$ cat config.mk
export PLATFORM = sky130hd
export DESIGN_NAME = i2c_hlc_engine
export DESIGN_NICKNAME = d
export VERILOG_FILES = /design/src/rtl/i2c_hlc_pkg.sv /design/src/rtl/i2c_hlc_rst_sync.sv /design/src/rtl/i2c_hlc_lane_sel.sv /design/src/rtl/i2c_hlc_seq.sv /design/src/rtl/i2c_hlc_engine.sv
export SDC_FILE = /design/constraint.sdc
export NUM_CORES = 1
export LEC_CHECK = 0
export ABC_AREA = 1
export BUFFER_PORTS_ARGS = -buffer_cell sky130_fd_sc_hd__buf_2
export CORE_MARGIN = 2
export CORE_UTILIZATION = 51
export CTS_BUF_LIST = sky130_fd_sc_hd__clkbuf_4 sky130_fd_sc_hd__clkbuf_8 sky130_fd_sc_hd__clkbuf_16
export CTS_CLUSTER_SIZE = 40
export DETAILED_ROUTE_END_ITERATION = 10
export MAX_ROUTING_LAYER = met4
export PLACE_DENSITY = 0.81
export REMOVE_ABC_BUFFERS = 1
export SLEW_MARGIN = 15
export SYNTH_ARGS = -nofsm -noshare
export SYNTH_HDL_FRONTEND = slang
export SYNTH_SLANG_ARGS = --single-unit
$ cat constraint.sdc
create_clock -name clk -period 5.3 [get_ports clk]
set_clock_uncertainty 0.15 [all_clocks]
set_input_delay 1.06 -clock clk [delete_from_list [all_inputs] [get_ports clk]]
set_output_delay 1.06 -clock clk [all_outputs]
set_load 0.01 [all_outputs]
$ cat src/rtl/i2c_hlc_pkg.sv
package i2c_hlc_pkg;
  localparam int BYTE_W     = 8;
  localparam int NUM_LANES  = 8;
  localparam int WORD_LANES = NUM_LANES / 2;
  localparam int LANE_IW    = $clog2(NUM_LANES);
  localparam int ADDR_W     = 10;
  localparam int WORD_W     = 64;

  localparam int VALID_BIT  = 63;
  localparam int OPC_LSB    = 57;
  localparam int RD_BIT     = 56;
  localparam int SIZE_LSB   = 52;
  localparam int EIA_BIT    = 50;
  localparam int ADDR_LSB   = 40;
  localparam int IA_LSB     = 32;

  localparam logic [BYTE_W-1:0] ST_WADDR_NAK = 8'h20;
  localparam logic [BYTE_W-1:0] ST_DATA_NAK  = 8'h30;
  localparam logic [BYTE_W-1:0] ST_RADDR_NAK = 8'h48;
  localparam logic [4:0]        TEN_PREFIX   = 5'b11110;

  typedef enum logic [1:0] {
    BE_START = 2'd0,
    BE_STOP  = 2'd1,
    BE_TX    = 2'd2,
    BE_RX    = 2'd3
  } be_op_e;

  typedef enum logic [3:0] {
    S_IDLE, S_START, S_A7, S_A10H, S_A10L, S_IAH, S_IAL,
    S_RSTART, S_RA, S_WR, S_RD, S_STOP
  } seq_state_e;
endpackage

$ cat src/rtl/i2c_hlc_rst_sync.sv
module i2c_hlc_rst_sync #(
  parameter int STAGES = 2
) (
  input  logic clk,
  input  logic rst_n,
  output logic rst_n_sync
);
  logic [STAGES-1:0] sync_q;

  always_ff @(posedge clk or negedge rst_n) begin
    if (!rst_n) sync_q <= '0;
    else        sync_q <= {sync_q[STAGES-2:0], 1'b1};
  end

  assign rst_n_sync = sync_q[STAGES-1];
endmodule

$ cat src/rtl/i2c_hlc_lane_sel.sv
module i2c_hlc_lane_sel
  import i2c_hlc_pkg::*;
#(
  parameter int LANES = NUM_LANES,
  parameter int BW    = BYTE_W,
  localparam int IW   = $clog2(LANES),
  localparam int HALF = LANES / 2
) (
  input  logic [HALF*BW-1:0] cmd_lo,
  input  logic [HALF*BW-1:0] ext_lo,
  input  logic [IW-1:0]      last_idx,
  input  logic [IW-1:0]      cur_idx,
  output logic [IW-1:0]      pos,
  output logic [BW-1:0]      tx_byte
);
  logic [BW-1:0] lane [LANES];

  for (genvar l = 0; l < LANES; l++) begin : g_lane
    if (l < HALF) begin : g_cmd
      assign lane[l] = cmd_lo[l*BW +: BW];
    end else begin : g_ext
      assign lane[l] = ext_lo[(l-HALF)*BW +: BW];
    end
  end

  // message byte k lives in lane (last - k)
  assign pos     = last_idx - cur_idx;
  assign tx_byte = lane[pos];
endmodule

$ cat src/rtl/i2c_hlc_seq.sv
module i2c_hlc_seq
  import i2c_hlc_pkg::*;
#(
  parameter int IW = LANE_IW,
  parameter int AW = ADDR_W,
  parameter int BW = BYTE_W
) (
  input  logic          clk,
  input  logic          rst_n,
  input  logic          start_i,
  input  logic          rd_i,
  input  logic          ia_i,
  input  logic          ten_i,
  input  logic          eia_i,
  input  logic [AW-1:0] addr_i,
  input  logic [BW-1:0] ia_lo_i,
  input  logic [BW-1:0] ia_hi_i,
  input  logic [IW-1:0] last_i,
  input  logic [BW-1:0] tx_data_i,
  input  logic          be_done_i,
  input  logic          be_nak_i,
  output logic          be_req_o,
  output be_op_e        be_op_o,
  output logic [BW-1:0] be_txd_o,
  output logic          be_ack_o,
  output logic [IW-1:0] idx_o,
  output logic          rx_we_o,
  output logic          fin_o,
  output logic          fail_o,
  output logic [BW-1:0] code_o
);
  seq_state_e    state_q, state_d;
  logic          wait_q, wait_d;
  logic [IW-1:0] idx_q, idx_d;
  logic          fail_q, fail_d;
  logic [BW-1:0] code_q, code_d;
  logic          step, nak_hit, first_rd, at_last;
  seq_state_e    after_addr;

  assign step     = wait_q && be_done_i;
  assign nak_hit  = step && be_nak_i;
  assign first_rd = rd_i && !ia_i && !ten_i;
  assign at_last  = (idx_q == last_i);

  always_comb begin
    if (ia_i)      after_addr = eia_i ? S_IAH : S_IAL;
    else if (rd_i) after_addr = ten_i ? S_RSTART : S_RD;
    else           after_addr = S_WR;
  end

  // request content per state
  always_comb begin
    be_op_o  = BE_TX;
    be_txd_o = '0;
    be_ack_o = 1'b0;
    unique case (state_q)
      S_START, S_RSTART: be_op_o = BE_START;
      S_STOP:            be_op_o = BE_STOP;
      S_A7:              be_txd_o = {addr_i[6:0], first_rd};
      S_A10H:            be_txd_o = {TEN_PREFIX, addr_i[9:8], 1'b0};
      S_A10L:            be_txd_o = addr_i[7:0];
      S_IAH:             be_txd_o = ia_hi_i;
      S_IAL:             be_txd_o = ia_lo_i;
      S_RA:              be_txd_o = ten_i ? {TEN_PREFIX, addr_i[9:8], 1'b1}
                                          : {addr_i[6:0], 1'b1};
      S_WR:              be_txd_o = tx_data_i;
      S_RD: begin
        be_op_o  = BE_RX;
        be_ack_o = !at_last;
      end
      default: be_op_o = BE_TX;
    endcase
  end

  // next state
  always_comb begin
    state_d  = state_q;
    wait_d   = wait_q;
    idx_d    = idx_q;
    fail_d   = fail_q;
    code_d   = code_q;
    be_req_o = 1'b0;
    rx_we_o  = 1'b0;
    fin_o    = 1'b0;
    if (state_q == S_IDLE) begin
      if (start_i) begin
        state_d = S_START;
        wait_d  = 1'b0;
        idx_d   = '0;
        fail_d  = 1'b0;
        code_d  = '0;
      end
    end else if (!wait_q) begin
      be_req_o = 1'b1;
      wait_d   = 1'b1;
    end else if (step) begin
      wait_d = 1'b0;
      unique case (state_q)
        S_START:  state_d = ten_i ? S_A10H : S_A7;
        S_A7: begin
          if (nak_hit) begin
            fail_d  = 1'b1;
            code_d  = first_rd ? ST_RADDR_NAK : ST_WADDR_NAK;
            state_d = S_STOP;
          end else state_d = after_addr;
        end
        S_A10H: begin
          if (nak_hit) begin
            fail_d  = 1'b1;
            code_d  = ST_WADDR_NAK;
            state_d = S_STOP;
          end else state_d = S_A10L;
        end
        S_A10L: begin
          if (nak_hit) begin
            fail_d  = 1'b1;
            code_d  = ST_WADDR_NAK;
            state_d = S_STOP;
          end else state_d = after_addr;
        end
        S_IAH: begin
          if (nak_hit) begin
            fail_d  = 1'b1;
            code_d  = ST_DATA_NAK;
            state_d = S_STOP;
          end else state_d = S_IAL;
        end
        S_IAL: begin
          if (nak_hit) begin
            fail_d  = 1'b1;
            code_d  = ST_DATA_NAK;
            state_d = S_STOP;
          end else state_d = rd_i ? S_RSTART : S_WR;
        end
        S_RSTART: state_d = S_RA;
        S_RA: begin
          if (nak_hit) begin
            fail_d  = 1'b1;
            code_d  = ST_RADDR_NAK;
            state_d = S_STOP;
          end else state_d = S_RD;
        end
        S_WR: begin
          if (nak_hit) begin
            fail_d  = 1'b1;
            code_d  = ST_DATA_NAK;
            state_d = S_STOP;
          end else if (at_last) state_d = S_STOP;
          else idx_d = idx_q + 1'b1;
        end
        S_RD: begin
          rx_we_o = 1'b1;
          if (at_last) state_d = S_STOP;
          else idx_d = idx_q + 1'b1;
        end
        S_STOP: begin
          fin_o   = 1'b1;
          state_d = S_IDLE;
        end
        default: state_d = S_IDLE;
      endcase
    end
  end

  always_ff @(posedge clk or negedge rst_n) begin
    if (!rst_n) begin
      state_q <= S_IDLE;
      wait_q  <= 1'b0;
      idx_q   <= '0;
      fail_q  <= 1'b0;
      code_q  <= '0;
    end else begin
      state_q <= state_d;
      wait_q  <= wait_d;
      idx_q   <= idx_d;
      fail_q  <= fail_d;
      code_q  <= code_d;
    end
  end

  assign idx_o  = idx_q;
  assign fail_o = fail_q;
  assign code_o = code_q;
endmodule

$ cat src/rtl/i2c_hlc_engine.sv
module i2c_hlc_engine
  import i2c_hlc_pkg::*;
#(
  parameter int W  = WORD_W,
  parameter int BW = BYTE_W,
  localparam int IW   = LANE_IW,
  localparam int HALF = WORD_LANES * BYTE_W
) (
  input  logic          clk,
  input  logic          rst_n,
  input  logic          cmd_wr,
  input  logic [W-1:0]  cmd_wdata,
  input  logic          ext_wr,
  input  logic [W-1:0]  ext_wdata,
  output logic [W-1:0]  cmd_rdata,
  output logic [W-1:0]  ext_rdata,
  output logic          irq,
  output logic          be_req,
  output logic [1:0]    be_op,
  output logic [BW-1:0] be_txd,
  output logic          be_ack,
  input  logic          be_done,
  input  logic          be_nak,
  input  logic [BW-1:0] be_rxd
);
  logic            rst_n_s;
  logic [W-1:0]    cmd_q, cmd_d, ext_q, ext_d;
  logic [2*HALF-1:0] lanes_d;
  logic            irq_q;
  logic            start, busy;
  logic [IW-1:0]   idx, pos;
  logic [BW-1:0]   tx_byte, code;
  logic            rx_we, fin, fail;
  be_op_e          op;

  i2c_hlc_rst_sync #(.STAGES(2)) u_rst (
    .clk(clk), .rst_n(rst_n), .rst_n_sync(rst_n_s)
  );

  assign busy = cmd_q[VALID_BIT];

  i2c_hlc_lane_sel u_sel (
    .cmd_lo   (cmd_q[HALF-1:0]),
    .ext_lo   (ext_q[HALF-1:0]),
    .last_idx (cmd_q[SIZE_LSB +: IW]),
    .cur_idx  (idx),
    .pos      (pos),
    .tx_byte  (tx_byte)
  );

  i2c_hlc_seq u_seq (
    .clk       (clk),
    .rst_n     (rst_n_s),
    .start_i   (start),
    .rd_i      (cmd_q[RD_BIT]),
    .ia_i      (cmd_q[OPC_LSB]),
    .ten_i     (cmd_q[OPC_LSB+1]),
    .eia_i     (cmd_q[EIA_BIT]),
    .addr_i    (cmd_q[ADDR_LSB +: ADDR_W]),
    .ia_lo_i   (cmd_q[IA_LSB +: BW]),
    .ia_hi_i   (ext_q[IA_LSB +: BW]),
    .last_i    (cmd_q[SIZE_LSB +: IW]),
    .tx_data_i (tx_byte),
    .be_done_i (be_done),
    .be_nak_i  (be_nak),
    .be_req_o  (be_req),
    .be_op_o   (op),
    .be_txd_o  (be_txd),
    .be_ack_o  (be_ack),
    .idx_o     (idx),
    .rx_we_o   (rx_we),
    .fin_o     (fin),
    .fail_o    (fail),
    .code_o    (code)
  );

  always_comb begin
    cmd_d = cmd_q;
    ext_d = ext_q;
    start = 1'b0;
    if (!busy) begin
      if (ext_wr) ext_d = ext_wdata;
      if (cmd_wr) begin
        cmd_d = cmd_wdata;
        start = cmd_wdata[VALID_BIT];
      end
    end
    lanes_d = {ext_d[HALF-1:0], cmd_d[HALF-1:0]};
    if (rx_we) lanes_d[pos*BW +: BW] = be_rxd;
    cmd_d[HALF-1:0] = lanes_d[HALF-1:0];
    ext_d[HALF-1:0] = lanes_d[2*HALF-1:HALF];
    if (fin) begin
      cmd_d[VALID_BIT] = 1'b0;
      if (fail) begin
        cmd_d[RD_BIT]  = 1'b0;
        cmd_d[BW-1:0]  = code;
      end
    end
  end

  always_ff @(posedge clk or negedge rst_n_s) begin
    if (!rst_n_s) begin
      cmd_q <= '0;
      ext_q <= '0;
      irq_q <= 1'b0;
    end else begin
      if (cmd_wr || rx_we || fin) cmd_q <= cmd_d;
      if (ext_wr || rx_we)        ext_q <= ext_d;
      irq_q <= fin;
    end
  end

  assign cmd_rdata = cmd_q;
  assign ext_rdata = ext_q;
  assign irq       = irq_q;
  assign be_op     = op;
endmodule

==> impl_metrics.env <==
export IMPL_status="finished clean"
export IMPL_netlist_top_cells_area="dfrtp_1, nand2_1, nand3_1"
export IMPL_yosysMostFrequentCell="nand2_1"
export IMPL_grt_use_total_pct=34.2
export IMPL_grt_pass1_wl_um=43100
export IMPL_synth_main_ff_cell="dfrtp_1"
export IMPL_relSlewSlack_pct=35.4
export IMPL_synth_edf_count=0
export IMPL_async_flop_share_pct=100
export IMPL_worstPathArrival_ns=3.31
export IMPL_cts_root_buf="clkbuf_16"
export IMPL_hold_viol=0
export IMPL_die_w_um=131
export IMPL_tightest_slew_ns=0.966
export IMPL_r2r_slack_ns=1.48
export IMPL_holdBufCountCts=0
export IMPL_holdPathStages=0
export IMPL_ff2ff_path_depth=11
export IMPL_maxCapViolCount=0
export IMPL_ctsResizeCount=0
export IMPL_placedCellCount=1523
export IMPL_hold_class="register to register"
export IMPL_drcViolationCount=0
export IMPL_io_buffers=282
export IMPL_yosysSeqAreaShare_pct=43.8
export IMPL_period_share_pct=85.2
export IMPL_fillers=1459
export IMPL_numCtsBuffers=17
export IMPL_hold_end="u_rst.sync_q[1]"
export IMPL_clock_fmax_mhz=221
export IMPL_worst_setup_path_start_kind="register"
export IMPL_worstSetupEndpointType="output port"
export IMPL_rows=46
export IMPL_drt_iter0_markers=941
export IMPL_r2r_end="ext_rdata[0]"
export IMPL_initial_core_util_pct=51.8
export IMPL_h_tree_depth=4
export IMPL_holdCritStartpoint="u_rst.sync_q[0]"
export IMPL_drive_gt1_share_pct=29.9
export IMPL_grt_pass1_vias=8116
export IMPL_synth_common_cells="nand2_1, dfrtp_1, nand3_1"
export IMPL_final_nets=1477
export IMPL_r2r_start="u_seq.idx_o[0]"
export IMPL_period_needed_ns=4.52
export IMPL_avgSynthCellArea_um2=7.64
export IMPL_yosysTopAreaCell="dfrtp_1"
export IMPL_dieHeight_um=131
export IMPL_clk_path_buf_depth=2
export IMPL_rsz0062_at_grt="false"
export IMPL_crit_path_max_fanout=17
export IMPL_hpwl_um=20500
export IMPL_ir_worst_vdd_v=0.000360
export IMPL_routed_wl_um=28200
export IMPL_synth_top_area_share_pct=43.8
export IMPL_placed_area_mm2=0.00965
export IMPL_viasPerCell=5.51
export IMPL_cts_clk_slew_worst_paths_ns=0.08
export IMPL_grt_max_degree=65
export IMPL_drv_slew=0
export IMPL_synthDistinctLibCells=41
export IMPL_area_delta_synth_final_pct=25.7
export IMPL_vias=8579
export IMPL_syn_area_mm2=0.00817
export IMPL_cts_num_sinks=143
export IMPL_cp_required_ns=4.09
export IMPL_cts_tree="done"
export IMPL_core_mm2=0.0158
export IMPL_drt_pass1_iter_count=6
export IMPL_grt_overflow=0
export IMPL_setup_viol=0
export IMPL_gp_congestion=0.939
export IMPL_dieArea_mm2=0.0170
export IMPL_clkLatencyLatePin_ns=0.44
export IMPL_antenna_found_initial=1
export IMPL_io_pins=283
export IMPL_layout_cells_non_filler=1556
export IMPL_postSynthCellCount=1069
export IMPL_routedWlPerCell_um=18.1
export IMPL_cts_setup_buffers=0
export IMPL_setup_tns_ns=0
export IMPL_final_antenna_net_count=0
export IMPL_powerDensity_mw_per_mm2=657
export IMPL_ys_ff_latch=143
export IMPL_total_leakage_power_uw=0.00591
export IMPL_yosys_warnings=0
export IMPL_critical_path_class="register to output port"
export IMPL_fin_area_mm2=0.0103
==> per-layer routing <==
metal	global-route usage (%)	share of wire, %	vias to the layer above	wire, um
met5	-	0	-	0
met4	13.0	3.3	0	931
met3	7.37	9.2	78	2610
met2	52.8	47	485	13300
met1	44.5	40	4004	11400
li1	-	-	4012	-
==> logic make-up after synthesis <==
kind of cell             count (synthesis)  share of synthesized area (%)
flip-flops                             143                           43.8
AO/OA/AOI/OAI                          160                           11.0
other                                    1                         0.0459
buffers and inverters                  166                           8.56
multiplexers                            32                           4.41
AND/OR/NAND/NOR                        557                           30.6
XOR/XNOR                                 1                          0.107
adder cells (fa/ha/maj)                  9                           1.47
==> worst max-delay path, cell delays in order, from the launching register on <==
cell      delay, ns
dfrtp_1        0.41
ha_1           0.21
fa_1           0.68
buf_4          0.27
inv_1          0.38
o21ai_0        0.21
o221ai_1       0.26
o211ai_1       0.18
nand2_1        0.12
buf_2          0.15
==> final cells by class <==
| class | instances | area (um^2) | share of cell area, % |
|---|---|---|---|
| diodes | 1 | 2.50 | 0.0244 |
| multi-input cells | 760 | 3890 | 37.9 |
| clock buffers | 17 | 425 | 4.14 |
| flip-flops and latches | 143 | 3580 | 34.9 |
| clock inverters | 15 | 195 | 1.90 |
| repair buffers | 290 | 1470 | 14.3 |
| inverters | 114 | 428 | 4.17 |
| well taps | 216 | 270 | 2.63 |
==> state kept, by name, indices dropped and copies added (netlist names) <==
signal	count
ext_rdata	64
cmd_rdata	64
u_seq.fail_o	1
u_seq.wait_q	1
irq	1
u_seq.idx_o	3
u_seq.code_o	3
u_seq.state_q	4
u_rst.sync_q	2
==> power by group <==
group,switching (uW),leakage (uW),internal (uW)
Sequential,467,0.00183,1540
Clock,584,0.000297,644
Combinational,2290,0.00379,1220
==> worst max path at each step <==
stage / from / to / cells after the start
after floorplan: u_rst.sync_q[1] / cmd_rdata[0] / 0
after global placement: u_seq.idx_o[0] / be_txd[7] / 9
after detailed placement: u_seq.idx_o[0] / be_txd[2] / 9
after CTS: u_seq.idx_o[0] / be_txd[3] / 9
after global routing: u_seq.idx_o[0] / be_txd[2] / 9
final: u_seq.idx_o[0] / be_txd[3] / 9
==> through the flow <==
step | hold slack [ns] | power (uW) | setup slack (ns) | utilization (%)
final | 0.210 | 6750 | 0.784 | 65.1
after global routing | 0.215 | 7210 | 0.614 | 65.1
after CTS | 0.212 | 6690 | 0.838 | 65.1
after detailed placement | 0.189 | 5420 | 1.39 | 61.2
after global placement | 0.190 | 5320 | 1.45 | 61.2
after floorplan | 0.181 | 4120 | 0.871 | -
==> cells in the final DEF (no fill, tap or decap), types with 2 or more instances in the layout <==
| cell type | Yosys | final |
|---|---|---|
| a22o_1 | 2 | 2 |
| nor2_2 | 8 | 8 |
| dfrtp_1 | 143 | 142 |
| nand2_2 | 4 | 6 |
| a22oi_1 | 6 | 6 |
| nand2_1 | 320 | 318 |
| inv_2 | 10 | 10 |
| ha_1 | 8 | 8 |
| nand3_1 | 116 | 116 |
| nor2_4 | 4 | 4 |
| nand4_1 | 5 | 5 |
| clkinv_1 | 2 | 2 |
| clkbuf_16 | 0 | 17 |
| nand3_2 | 5 | 5 |
| o22ai_1 | 3 | 3 |
| inv_1 | 102 | 102 |
| buf_2 | 7 | 282 |
| nor3_2 | 2 | 2 |
| o21ai_0 | 48 | 48 |
| o211ai_1 | 7 | 7 |
| o21bai_1 | 2 | 2 |
| nand2_4 | 2 | 2 |
| a21oi_1 | 24 | 24 |
| nand3_4 | 6 | 6 |
| buf_4 | 6 | 8 |
| o21ai_1 | 57 | 57 |
| mux2_2 | 32 | 32 |
| clkinv_8 | 0 | 7 |
| o221ai_1 | 7 | 7 |
| a211oi_1 | 3 | 3 |
| nor2_1 | 62 | 62 |
| inv_8 | 0 | 5 |
| inv_6 | 0 | 2 |
| nor3_1 | 19 | 19 |
(Power assumes the default switching activity.)
